[src/rtl/edo_pkg.sv]
package edo_pkg;

    typedef enum logic [2:0] {
        S_IDLE,   // row closed, strobes high
        S_PRE,    // precharge, row address set up
        S_RH,     // RAS low, row address held
        S_CS,     // column address set up
        S_COL,    // CAS and OE low
        S_CP,     // CAS precharge
        S_RCL,    // last RAS-low clock before close
        S_WRW     // idle gap ahead of a write
    } seq_st_e;

    localparam int CNT_W = 3;

    typedef struct packed {
        seq_st_e            st;
        logic [CNT_W-1:0]   cnt;
        logic               hit;
        logic               taken;
        logic               done;
        logic               ras_n;
        logic               cas_n;
        logic               oe_n;
        logic               row_sel;
    } seq_t;

    typedef struct packed {
        logic [1:0] rh;
        logic [1:0] da;
        logic [1:0] cp;
    } wait_t;

    // clocks remaining after the first one of a phase: 2*w
    function automatic logic [CNT_W-1:0] extra_clks(input logic [1:0] w);
        return {w, 1'b0};
    endfunction

endpackage

[src/rtl/edo_wait_hold.sv]
module edo_wait_hold
    import edo_pkg::*;
(
    input  logic       clk,
    input  logic       rst_n,
    input  logic       load,
    input  logic [1:0] w_rh,
    input  logic [1:0] w_da,
    input  logic [1:0] w_cp,
    output wait_t      held
);

    wait_t hold_d, hold_q;

    always_comb begin
        hold_d = hold_q;
        if (load) begin
            hold_d.rh = w_rh;
            hold_d.da = w_da;
            hold_d.cp = w_cp;
        end
    end

    always_ff @(posedge clk) begin
        if (!rst_n) hold_q <= '0;
        else        hold_q <= hold_d;
    end

    assign held = hold_q;

endmodule

[src/rtl/edo_addr_mux.sv]
module edo_addr_mux #(
    parameter int ROW_W = 10,
    parameter int COL_W = 9,
    parameter int MA_W  = 10
) (
    input  logic                   clk,
    input  logic                   rst_n,
    input  logic                   load,
    input  logic [ROW_W+COL_W-1:0] addr,
    input  logic                   row_sel,
    output logic [MA_W-1:0]        dram_addr
);

    localparam int AD_W = ROW_W + COL_W;

    logic [AD_W-1:0] addr_d, addr_q;
    logic [MA_W-1:0] row_ma, col_ma;

    always_comb begin
        addr_d = load ? addr : addr_q;
    end

    always_ff @(posedge clk) begin
        if (!rst_n) addr_q <= '0;
        else        addr_q <= addr_d;
    end

    always_comb begin
        row_ma = '0;
        col_ma = '0;
        row_ma[ROW_W-1:0] = addr_q[AD_W-1:COL_W];
        col_ma[COL_W-1:0] = addr_q[COL_W-1:0];
    end

    assign dram_addr = row_sel ? row_ma : col_ma;

endmodule

[src/rtl/edo_seq.sv]
module edo_seq
    import edo_pkg::*;
#(
    parameter int DW = 16
) (
    input  logic          clk,
    input  logic          rst_n,
    input  logic          req,
    input  logic          rd_not_wr,
    input  logic          same_row,
    input  logic [1:0]    w_rp,
    input  logic [1:0]    idle_cnt,
    input  wait_t         held,
    input  logic [DW-1:0] dram_data,
    output logic          take,
    output logic          ras_n,
    output logic          cas_n,
    output logic          oe_n,
    output logic          row_sel,
    output logic          done,
    output logic          taken,
    output logic [DW-1:0] rdata
);

    localparam seq_t SEQ_RST = '{st: S_IDLE, cnt: '0, hit: 1'b0, taken: 1'b0,
                                 done: 1'b0, ras_n: 1'b1, cas_n: 1'b1,
                                 oe_n: 1'b1, row_sel: 1'b1};

    seq_t          seq_d, seq_q;
    logic [DW-1:0] rdat_d, rdat_q;
    logic          last, page_ok;

    assign last    = (seq_q.cnt == '0);
    assign page_ok = req && rd_not_wr && same_row;

    always_comb begin
        seq_d       = seq_q;
        seq_d.done  = 1'b0;
        seq_d.taken = 1'b0;
        rdat_d      = rdat_q;
        case (seq_q.st)
            S_IDLE: begin
                if (req) begin
                    seq_d.taken = 1'b1;
                    if (rd_not_wr) begin
                        seq_d.st  = S_PRE;
                        seq_d.cnt = extra_clks(w_rp);
                    end else begin
                        seq_d.st  = S_WRW;
                        seq_d.cnt = extra_clks(idle_cnt);
                    end
                end
            end
            S_PRE: begin
                if (last) begin
                    seq_d.st  = S_RH;
                    seq_d.cnt = extra_clks(held.rh);
                end else begin
                    seq_d.cnt = seq_q.cnt - 1'b1;
                end
            end
            S_RH: begin
                if (last) begin
                    seq_d.st  = S_CS;
                    seq_d.cnt = '0;
                end else begin
                    seq_d.cnt = seq_q.cnt - 1'b1;
                end
            end
            S_CS: begin
                seq_d.st  = S_COL;
                seq_d.cnt = extra_clks(held.da);
            end
            S_COL: begin
                if (last) begin
                    seq_d.st   = S_CP;
                    seq_d.cnt  = extra_clks(held.cp);
                    seq_d.done = 1'b1;
                    rdat_d     = dram_data;
                    if (held.cp == 2'd0 && page_ok) begin
                        seq_d.taken = 1'b1;
                        seq_d.hit   = 1'b1;
                    end
                end else begin
                    seq_d.cnt = seq_q.cnt - 1'b1;
                end
            end
            S_CP: begin
                if (last) begin
                    if (seq_q.hit) begin
                        seq_d.st  = S_COL;
                        seq_d.cnt = extra_clks(held.da);
                        seq_d.hit = 1'b0;
                    end else begin
                        seq_d.st = S_RCL;
                    end
                end else begin
                    seq_d.cnt = seq_q.cnt - 1'b1;
                    if (seq_q.cnt == 3'd1 && !seq_q.hit && page_ok) begin
                        seq_d.taken = 1'b1;
                        seq_d.hit   = 1'b1;
                    end
                end
            end
            S_RCL: begin
                seq_d.st  = S_IDLE;
                seq_d.cnt = '0;
            end
            S_WRW: begin
                if (last) begin
                    seq_d.st   = S_IDLE;
                    seq_d.done = 1'b1;
                end else begin
                    seq_d.cnt = seq_q.cnt - 1'b1;
                end
            end
            default: seq_d = SEQ_RST;
        endcase
        // strobes follow the state being entered, so they leave a register
        seq_d.ras_n   = !(seq_d.st inside {S_RH, S_CS, S_COL, S_CP, S_RCL});
        seq_d.cas_n   = (seq_d.st != S_COL);
        seq_d.oe_n    = (seq_d.st != S_COL);
        seq_d.row_sel = (seq_d.st inside {S_IDLE, S_PRE, S_RH, S_WRW});
    end

    always_ff @(posedge clk) begin
        if (!rst_n) begin
            seq_q  <= SEQ_RST;
            rdat_q <= '0;
        end else begin
            seq_q  <= seq_d;
            rdat_q <= rdat_d;
        end
    end

    assign take    = seq_d.taken;
    assign ras_n   = seq_q.ras_n;
    assign cas_n   = seq_q.cas_n;
    assign oe_n    = seq_q.oe_n;
    assign row_sel = seq_q.row_sel;
    assign done    = seq_q.done;
    assign taken   = seq_q.taken;
    assign rdata   = rdat_q;

endmodule

[src/rtl/edo_read_ctl.sv]
module edo_read_ctl
    import edo_pkg::*;
#(
    parameter int ROW_W = 10,
    parameter int COL_W = 9,
    parameter int DW    = 16
) (
    input  logic                                   clk,
    input  logic                                   rst_n,
    input  logic                                   req,
    input  logic                                   rd_not_wr,
    input  logic                                   same_row,
    input  logic [ROW_W+COL_W-1:0]                 addr,
    input  logic [1:0]                             w_rp,
    input  logic [1:0]                             w_rh,
    input  logic [1:0]                             w_da,
    input  logic [1:0]                             w_cp,
    input  logic [1:0]                             idle_cnt,
    input  logic [DW-1:0]                          dram_data,
    output logic                                   ras_n,
    output logic                                   cas_n,
    output logic                                   oe_n,
    output logic                                   we_n,
    output logic [((ROW_W>COL_W)?ROW_W:COL_W)-1:0] dram_addr,
    output logic [DW-1:0]                          rdata,
    output logic                                   done,
    output logic                                   taken
);

    localparam int MA_W = (ROW_W > COL_W) ? ROW_W : COL_W;

    logic  take, row_sel;
    wait_t held;

    edo_wait_hold u_hold (
        .clk   (clk),
        .rst_n (rst_n),
        .load  (take),
        .w_rh  (w_rh),
        .w_da  (w_da),
        .w_cp  (w_cp),
        .held  (held)
    );

    edo_addr_mux #(.ROW_W(ROW_W), .COL_W(COL_W), .MA_W(MA_W)) u_amux (
        .clk       (clk),
        .rst_n     (rst_n),
        .load      (take),
        .addr      (addr),
        .row_sel   (row_sel),
        .dram_addr (dram_addr)
    );

    edo_seq #(.DW(DW)) u_seq (
        .clk       (clk),
        .rst_n     (rst_n),
        .req       (req),
        .rd_not_wr (rd_not_wr),
        .same_row  (same_row),
        .w_rp      (w_rp),
        .idle_cnt  (idle_cnt),
        .held      (held),
        .dram_data (dram_data),
        .take      (take),
        .ras_n     (ras_n),
        .cas_n     (cas_n),
        .oe_n      (oe_n),
        .row_sel   (row_sel),
        .done      (done),
        .taken     (taken),
        .rdata     (rdata)
    );

    // this sequencer only reads; the write strobe is parked inactive
    assign we_n = 1'b1;

endmodule

[config.mk]
export PLATFORM = sky130hd
export DESIGN_NAME = edo_read_ctl
export DESIGN_NICKNAME = d
export VERILOG_FILES = /design/src/rtl/edo_pkg.sv /design/src/rtl/edo_wait_hold.sv /design/src/rtl/edo_addr_mux.sv /design/src/rtl/edo_seq.sv /design/src/rtl/edo_read_ctl.sv
export SDC_FILE = /design/constraint.sdc
export NUM_CORES = 1
export LEC_CHECK = 0
export CAP_MARGIN = 10
export CORE_ASPECT_RATIO = 0.6
export CORE_MARGIN = 2
export CORE_UTILIZATION = 30
export CTS_CLUSTER_DIAMETER = 120
export DETAILED_ROUTE_END_ITERATION = 10
export MAX_ROUTING_LAYER = met4
export PLACE_DENSITY_LB_ADDON = 0.25
export SYNTH_ARGS = -nofsm -noshare
export SYNTH_HDL_FRONTEND = slang
export SYNTH_SLANG_ARGS = --single-unit
[constraint.sdc]
create_clock -name clk -period 3.5 [get_ports clk]
set_input_delay 0.525 -clock clk [delete_from_list [all_inputs] [get_ports clk]]
set_output_delay 0.525 -clock clk [all_outputs]
set_load 0.02 [all_outputs]
### After elaboration in Yosys (flattened, before gate mapping)

Cells that the tools add are included.
W data, S select, Z words.

| word-level totals | value |
|---|---|
| memory bits (writable) | 0 |
| memories | 0 |
| latch bits | 0 |
| word-level logic and storage cells | 78 |
| output and inout port bits | 32 |
| register bits | 53 |
| memory bits (read-only) | 0 |

| operators by class | value |
|---|---|
| $lt $le $gt $ge | 0 |
| eq/ne operators | 22 |
| shifts and indexed selects | 0 |
| bitwise logic cells | 0 |
| multiplexer cells | 25 |
| div/mod/pow operators | 0 |
| reduce and logical (&&, ||, !) cells | 17 |
| $add $sub $neg | 1 |
| multipliers | 0 |

Operators with widths:

| kind | number |
|---|---|
| $pmux W6 S8 | 1 |
| $mux W3 | 10 |
| $eq A3 B3 Y1 const B | 8 |
| $eq A3 B2 Y1 const B | 4 |
| $mux W6 | 2 |
| $mux W10 | 1 |
| $eq A3 B1 Y1 const B | 3 |
| $logic_not A3 Y1 | 3 |
| $mux W4 | 2 |
| $mux W2 | 3 |
| $logic_and A1 B1 Y1 | 5 |
| $reduce_bool A5 Y1 | 1 |
| $ne A2 B1 Y1 const B | 2 |
| $ne A2 B2 Y1 const B | 2 |
| $pmux W1 S2 | 2 |
| $reduce_and A4 Y1 | 1 |
| $reduce_bool A4 Y1 | 1 |
| $mux W1 | 3 |
| $ne A3 B1 Y1 const B | 1 |
| $ne A3 B2 Y1 const B | 1 |
| $ne A3 B3 Y1 const B | 1 |
| $pmux W1 S3 | 1 |
| $reduce_and A3 Y1 | 1 |
| $sub A3 B1 Y3 const B | 1 |
| 4 further kinds | 5 |

### Depth between registers and ports, before layout

| depth | value |
|---|---|
| word-level depth | 9 |
| mapped depth | 9 |
| depth with buffers taken out | 7 |

### Hierarchy

A second synthesis with hierarchy kept.

| second synthesis, totals | value |
|---|---|
| cell total of the unflattened synthesis | 270 |
| area total of the unflattened synthesis | 2561.2 um^2 |

By module, submodules not included:

| module | area each (um^2) | cells an instance | seq. area each (um^2) | times used |
|---|---|---|---|---|
| edo_seq | 1483.9 | 178 | 560.5 | 1 |
| edo_addr_mux | 837.1 | 71 | 380.4 | 1 |
| edo_wait_hold | 229.0 | 19 | 120.1 | 1 |
| edo_read_ctl | 11.3 | 2 | 0.0 | 1 |

### Worst setup path before layout

No wires, ideal clock.

| timing | value |
|---|---|
| path type | register to register |
| start | register u_seq.seq_q[7] in the netlist's numbering |
| end | register u_seq.seq_q (netlist bit u_seq.cas_n) |
| cell stages (with the launch flop) | 8 |
| required time | 3.373 ns |
| setup slack | 1.789 ns |
| buffers on the path | 1 |
| period minus slack after synthesis | 1.711 ns |
| data arrival time | 1.583 ns |
| setup time | 0.127 ns |
| cells stage by stage | dfxtp_1 -> inv_1 -> ha_1 -> nor2b_1 -> clkbuf_1 -> o22ai_1 -> a32o_1 -> or3b_1 |

| on the way | value |
|---|---|
| cells in the longest elaborated chain, start to end | 4 |
| elaborated cells on any way between the ends | 8 |

RTL lines:

| what | RTL line | RTL |
|---|---|---|
| start: declaration | edo_seq.sv:29 | `seq_t seq_d, seq_q;` |
| start signal: assignment | edo_seq.sv:131 | `seq_q <= seq_d;` |
| $logic_not A3 Y1 (*) | edo_seq.sv:33 | `assign last = (seq_q.cnt == '0);` |
| $mux W3, on equally long branches | n/a |  |
| $pmux W6 S8 (*) | edo_seq.sv:41 | `case (seq_q.st)` |
| $ne A3 B3 Y1 (*) | edo_seq.sv:121 | `seq_d.cas_n = (seq_d.st != S_COL);` |

Mark *: on every way between the ends. The rest lies on a longest branch, timed or not.
A chain may end at the register's enable or synchronous reset.

### Worst setup path after layout

| timing | value |
|---|---|
| start | register u_seq.seq_q (netlist bit u_seq.row_sel) |
| end | output port dram_addr[3] in the netlist's numbering |

| on the way | value |
|---|---|
| cells in the longest elaborated chain, start to end | 1 |

RTL lines:

| what | RTL line | RTL |
|---|---|---|
| $mux W10 | edo_addr_mux.sv:35 | `assign dram_addr = row_sel ? row_ma : col_ma;` |
| end: declaration | edo_read_ctl.sv:24 | `output logic [((ROW_W>COL_W)?ROW_W:COL_W)-1:0] dram_addr,` |

Every way passes these cells.

==> reports/qor.json <==
{
  "grt_max_degree": {"value": 93},
  "first_pass_iters": {"value": 5},
  "fp.dieH": {"value": 82.3, "unit": "µm"},
  "finalClockSkew": {"value": 0.00721, "unit": "ns"},
  "flow.area_growth_from_synthesis": {"value": 32.6, "unit": "%"},
  "design.portCount": {"value": 82},
  "first_pass_grt_wire_length": {"value": 14.3, "unit": "mm"},
  "timing.critical_path.to_type": {"value": "output port"},
  "fp.coreArea": {"value": 9910, "unit": "µm²"},
  "cts.root.buffer_cell": {"value": "clkbuf_16"},
  "fin_util": {"value": 0.410},
  "fin_tns_setup": {"value": 0, "unit": "ns"},
  "worstSetupPathType": {"value": "register to output port"},
  "powerDensity": {"value": 741, "unit": "nW/µm²"},
  "cts.sink_count": {"value": 53},
  "gp_congestion": {"value": 0.886},
  "global_route.usage.total": {"value": 0.169},
  "setup_viol": {"value": 0},
  "postCtsResizedCells": {"value": 0},
  "cts_setup_buffers": {"value": 0},
  "clk_latency": {"value": 0.30, "unit": "ns"},
  "synth-seq-cells": {"value": 53},
  "floorplan.die_area": {"value": 11100, "unit": "µm²"},
  "synth_sequential_area_ratio": {"value": 0.346},
  "tightestPinTransition": {"value": 1.16, "unit": "ns"},
  "crit_path_cell_trace": {"value": "mux2_2, clkdlybuf4s50_1"},
  "synth_cells": {"value": 379},
  "grt_antenna_before_repair": {"value": 0},
  "critical_path_required": {"value": 2.97, "unit": "ns"},
  "min_path_type": {"value": "register to register"},
  "fmax": {"value": 0.409, "unit": "GHz"},
  "finalCritPeriodShare": {"value": 0.698},
  "synth.net_count": {"value": 432},
  "critPathMaxStageDelay": {"value": 0.66, "unit": "ns"},
  "die_width": {"value": 135, "unit": "µm"},
  "mappedNetlistArea": {"value": 3070, "unit": "µm²"},
  "synth.yosys.warnings": {"value": 0},
  "synthFlopType": {"value": "dfxtp_1"},
  "htree_levels": {"value": 2},
  "drc": {"value": 0},
  "avgViaCountPerCell": {"value": 5.52},
  "routed_wirelength": {"value": 9.17, "unit": "mm"},
  "layout.nets": {"value": 481},
  "critical-path-slowest-cell": {"value": "dfxtp_1"},
  "drv_cap": {"value": 0},
  "number_of_hold_violations_in_the_final_report": {"value": 0},
  "status": {"value": "finished, final reports clean"},
  "hold-worst-slack": {"value": 0.454, "unit": "ns"},
  "arrival": {"value": 1.92, "unit": "ns"},
  "first_global_vias": {"value": 2738},
  "crit_fanout": {"value": 10},
  "route.antenna.remaining_nets": {"value": 0},
  "minimum_setup_slack_among_reg_to_reg_paths": {"value": 1.06, "unit": "ns"},
  "initial_core_util": {"value": 0.309},
  "critical-path-top-delay-family": {"value": "flip-flops"},
  "relSlewSlack": {"value": 0.227},
  "tritoncts.num_buffers": {"value": 5},
  "min_period": {"value": 2.44, "unit": "ns"},
  "post_synth_edffs": {"value": 0},
  "synthesis.area_per_instance": {"value": 8.09, "unit": "µm²"},
  "grt-ovfl-total": {"value": 0},
  "timing.final.max_slew_violations": {"value": 0},
  "mean_routed_wirelength_per_cell": {"value": 16.3, "unit": "µm"},
  "clock_path_buffers": {"value": 2},
  "dr_total_vias": {"value": 3111},
  "cp.buffers_inverters": {"value": 1},
  "rsz0062_at_grt": {"value": "no"},
  "post_route_cells_drive_above_1_share": {"value": 0.0816},
  "ir_worst_vdd": {"value": 0.243, "unit": "mV"},
  "total_leakage_power": {"value": 1.40, "unit": "nW"},
  "antenna-diode-count": {"value": 0},
  "worstSetupStartpointType": {"value": "register"},
  "ys_async_sr_fraction": {"value": 0},
  "filler_cell_count": {"value": 967},
  "number_of_input_and_output_port_buffers_inserted": {"value": 80},
  "place.detailed.hpwl": {"value": 6.15, "unit": "mm"},
  "row_count": {"value": 28},
  "post_cts_hold_buffer_count": {"value": 0},
  "cts_tree": {"value": "done"},
  "clock_slew_seen_by_the_registers_of_the_worst_setup_and_hold_paths": {"value": 0.08, "unit": "ns"},
  "drt_first_iter_violations": {"value": 309},
  "unique_masters_post_synth": {"value": 46}
}
==> metal layers <==
metal	global-route usage	vias to the layer above	wire length (µm)
met4	0.0389	0	54
met5	-	-	0
met2	0.230	135	3610
li1	-	1526	-
met3	0.0379	7	688
met1	0.249	1443	4810
==> cells by family after synthesis <==
family	count (synthesis)	synth area share
mux	13	0.0465
other cells	1	0.00122
buf+inv	51	0.0710
simple gates	212	0.413
flops	53	0.346
compound gates	46	0.110
fa+ha+maj	3	0.0122
==> cells in the final DEF (no fill, tap or decap), types with 2 or more instances in the layout <==
cell type | synthesis | final
inv_1 | 7 | 7
nor2b_1 | 3 | 2
nor2_1 | 8 | 8
nand2b_1 | 4 | 4
o22ai_1 | 3 | 3
nand3_1 | 29 | 29
clkbuf_16 | 0 | 5
o211ai_1 | 3 | 3
nand4_1 | 76 | 76
clkdlybuf4s50_1 | 0 | 79
dfxtp_1 | 53 | 53
nand4b_1 | 25 | 25
a31oi_1 | 4 | 4
o21ai_0 | 5 | 5
mux2_2 | 10 | 10
buf_4 | 3 | 7
and3_1 | 3 | 3
mux2i_1 | 3 | 3
nor3_1 | 2 | 2
a21boi_1 | 10 | 10
ha_1 | 3 | 3
nor4b_2 | 2 | 2
a21oi_1 | 4 | 4
and2_1 | 6 | 6
nand2_1 | 44 | 44
or3b_1 | 2 | 2
a21boi_0 | 7 | 7
==> cell type report <==
type | count | area, µm² | area share
clock buffer | 5 | 125 | 0.0308
clock inverter | 3 | 43.8 | 0.0108
tap | 135 | 169 | 0.0415
inverter | 7 | 26.3 | 0.00646
sequential | 53 | 1060 | 0.261
timing repair buffer | 86 | 843 | 0.207
multi-input combinational | 275 | 1800 | 0.442
==> registers in the layout, indices dropped and copies added, names as in the netlist <==
signal,cells
u_amux.addr_q,19
u_seq.rdata,16
u_seq.seq_q,7
u_hold.held,6
u_seq.cas_n,1
u_seq.done,1
u_seq.ras_n,1
u_seq.row_sel,1
u_seq.taken,1
==> tightest hold or removal path, stage by stage, from the launching register on <==
cell and delay [ns]:
dfxtp_1 0.31, nand2_1 0.05, a21boi_1 0.05
==> per-stage QoR <==
step	setup slack, ns	std cells	instance area (µm²)	power, W
2_1_floorplan	1.79	379	3070	0.00193
6_report	1.06	564	4070	0.00301
4_1_cts	1.07	564	4070	0.00302
3_5_place_dp	0.752	556	3900	0.00243
3_3_place_gp	0.841	556	3900	0.00239
5_1_grt	0.809	564	4070	0.00321
==> cells in the mapped netlist (all sizes together), types with 4 or more instances <==
cell     n  area [µm²]
a21boi  17         128
buf     15        82.6
nand4b  25         219
o22ai    4        31.3
and2     6        37.5
nand2   44         165
inv      7        26.3
a21oi    4        20.0
nand3   30         155
nand2b   4        25.0
nor2     9        36.3
a31oi    5        37.5
nand4   76         475
o21ai    5        25.0
mux2    10         113
clkbuf  29         109
dfxtp   53        1060
==> report_power, final <==
part           internal, W  switching (W)  total, W
Clock             0.000340       0.000248  0.000588
Sequential        0.000819       0.000227   0.00105
Combinational     0.000612       0.000767   0.00138
==> path summary, 6_finish.rpt <==
path | endpoint | startpoint | cells after the start
setup / recovery | dram_addr[3] | u_seq.row_sel$_SDFF_PN1_ | 2
hold / removal | u_seq.rdata[9]$_SDFFE_PN0P_ | u_seq.rdata[9]$_SDFFE_PN0P_ | 2
setup reg to reg | u_seq.taken$_SDFF_PN0_ | u_seq.seq_q[7]$_SDFFE_PN0P_ | 7
hold reg to reg | u_seq.rdata[9]$_SDFFE_PN0P_ | u_seq.rdata[9]$_SDFFE_PN0P_ | 2
No activity file was read; power rests on OpenSTA's default activity.
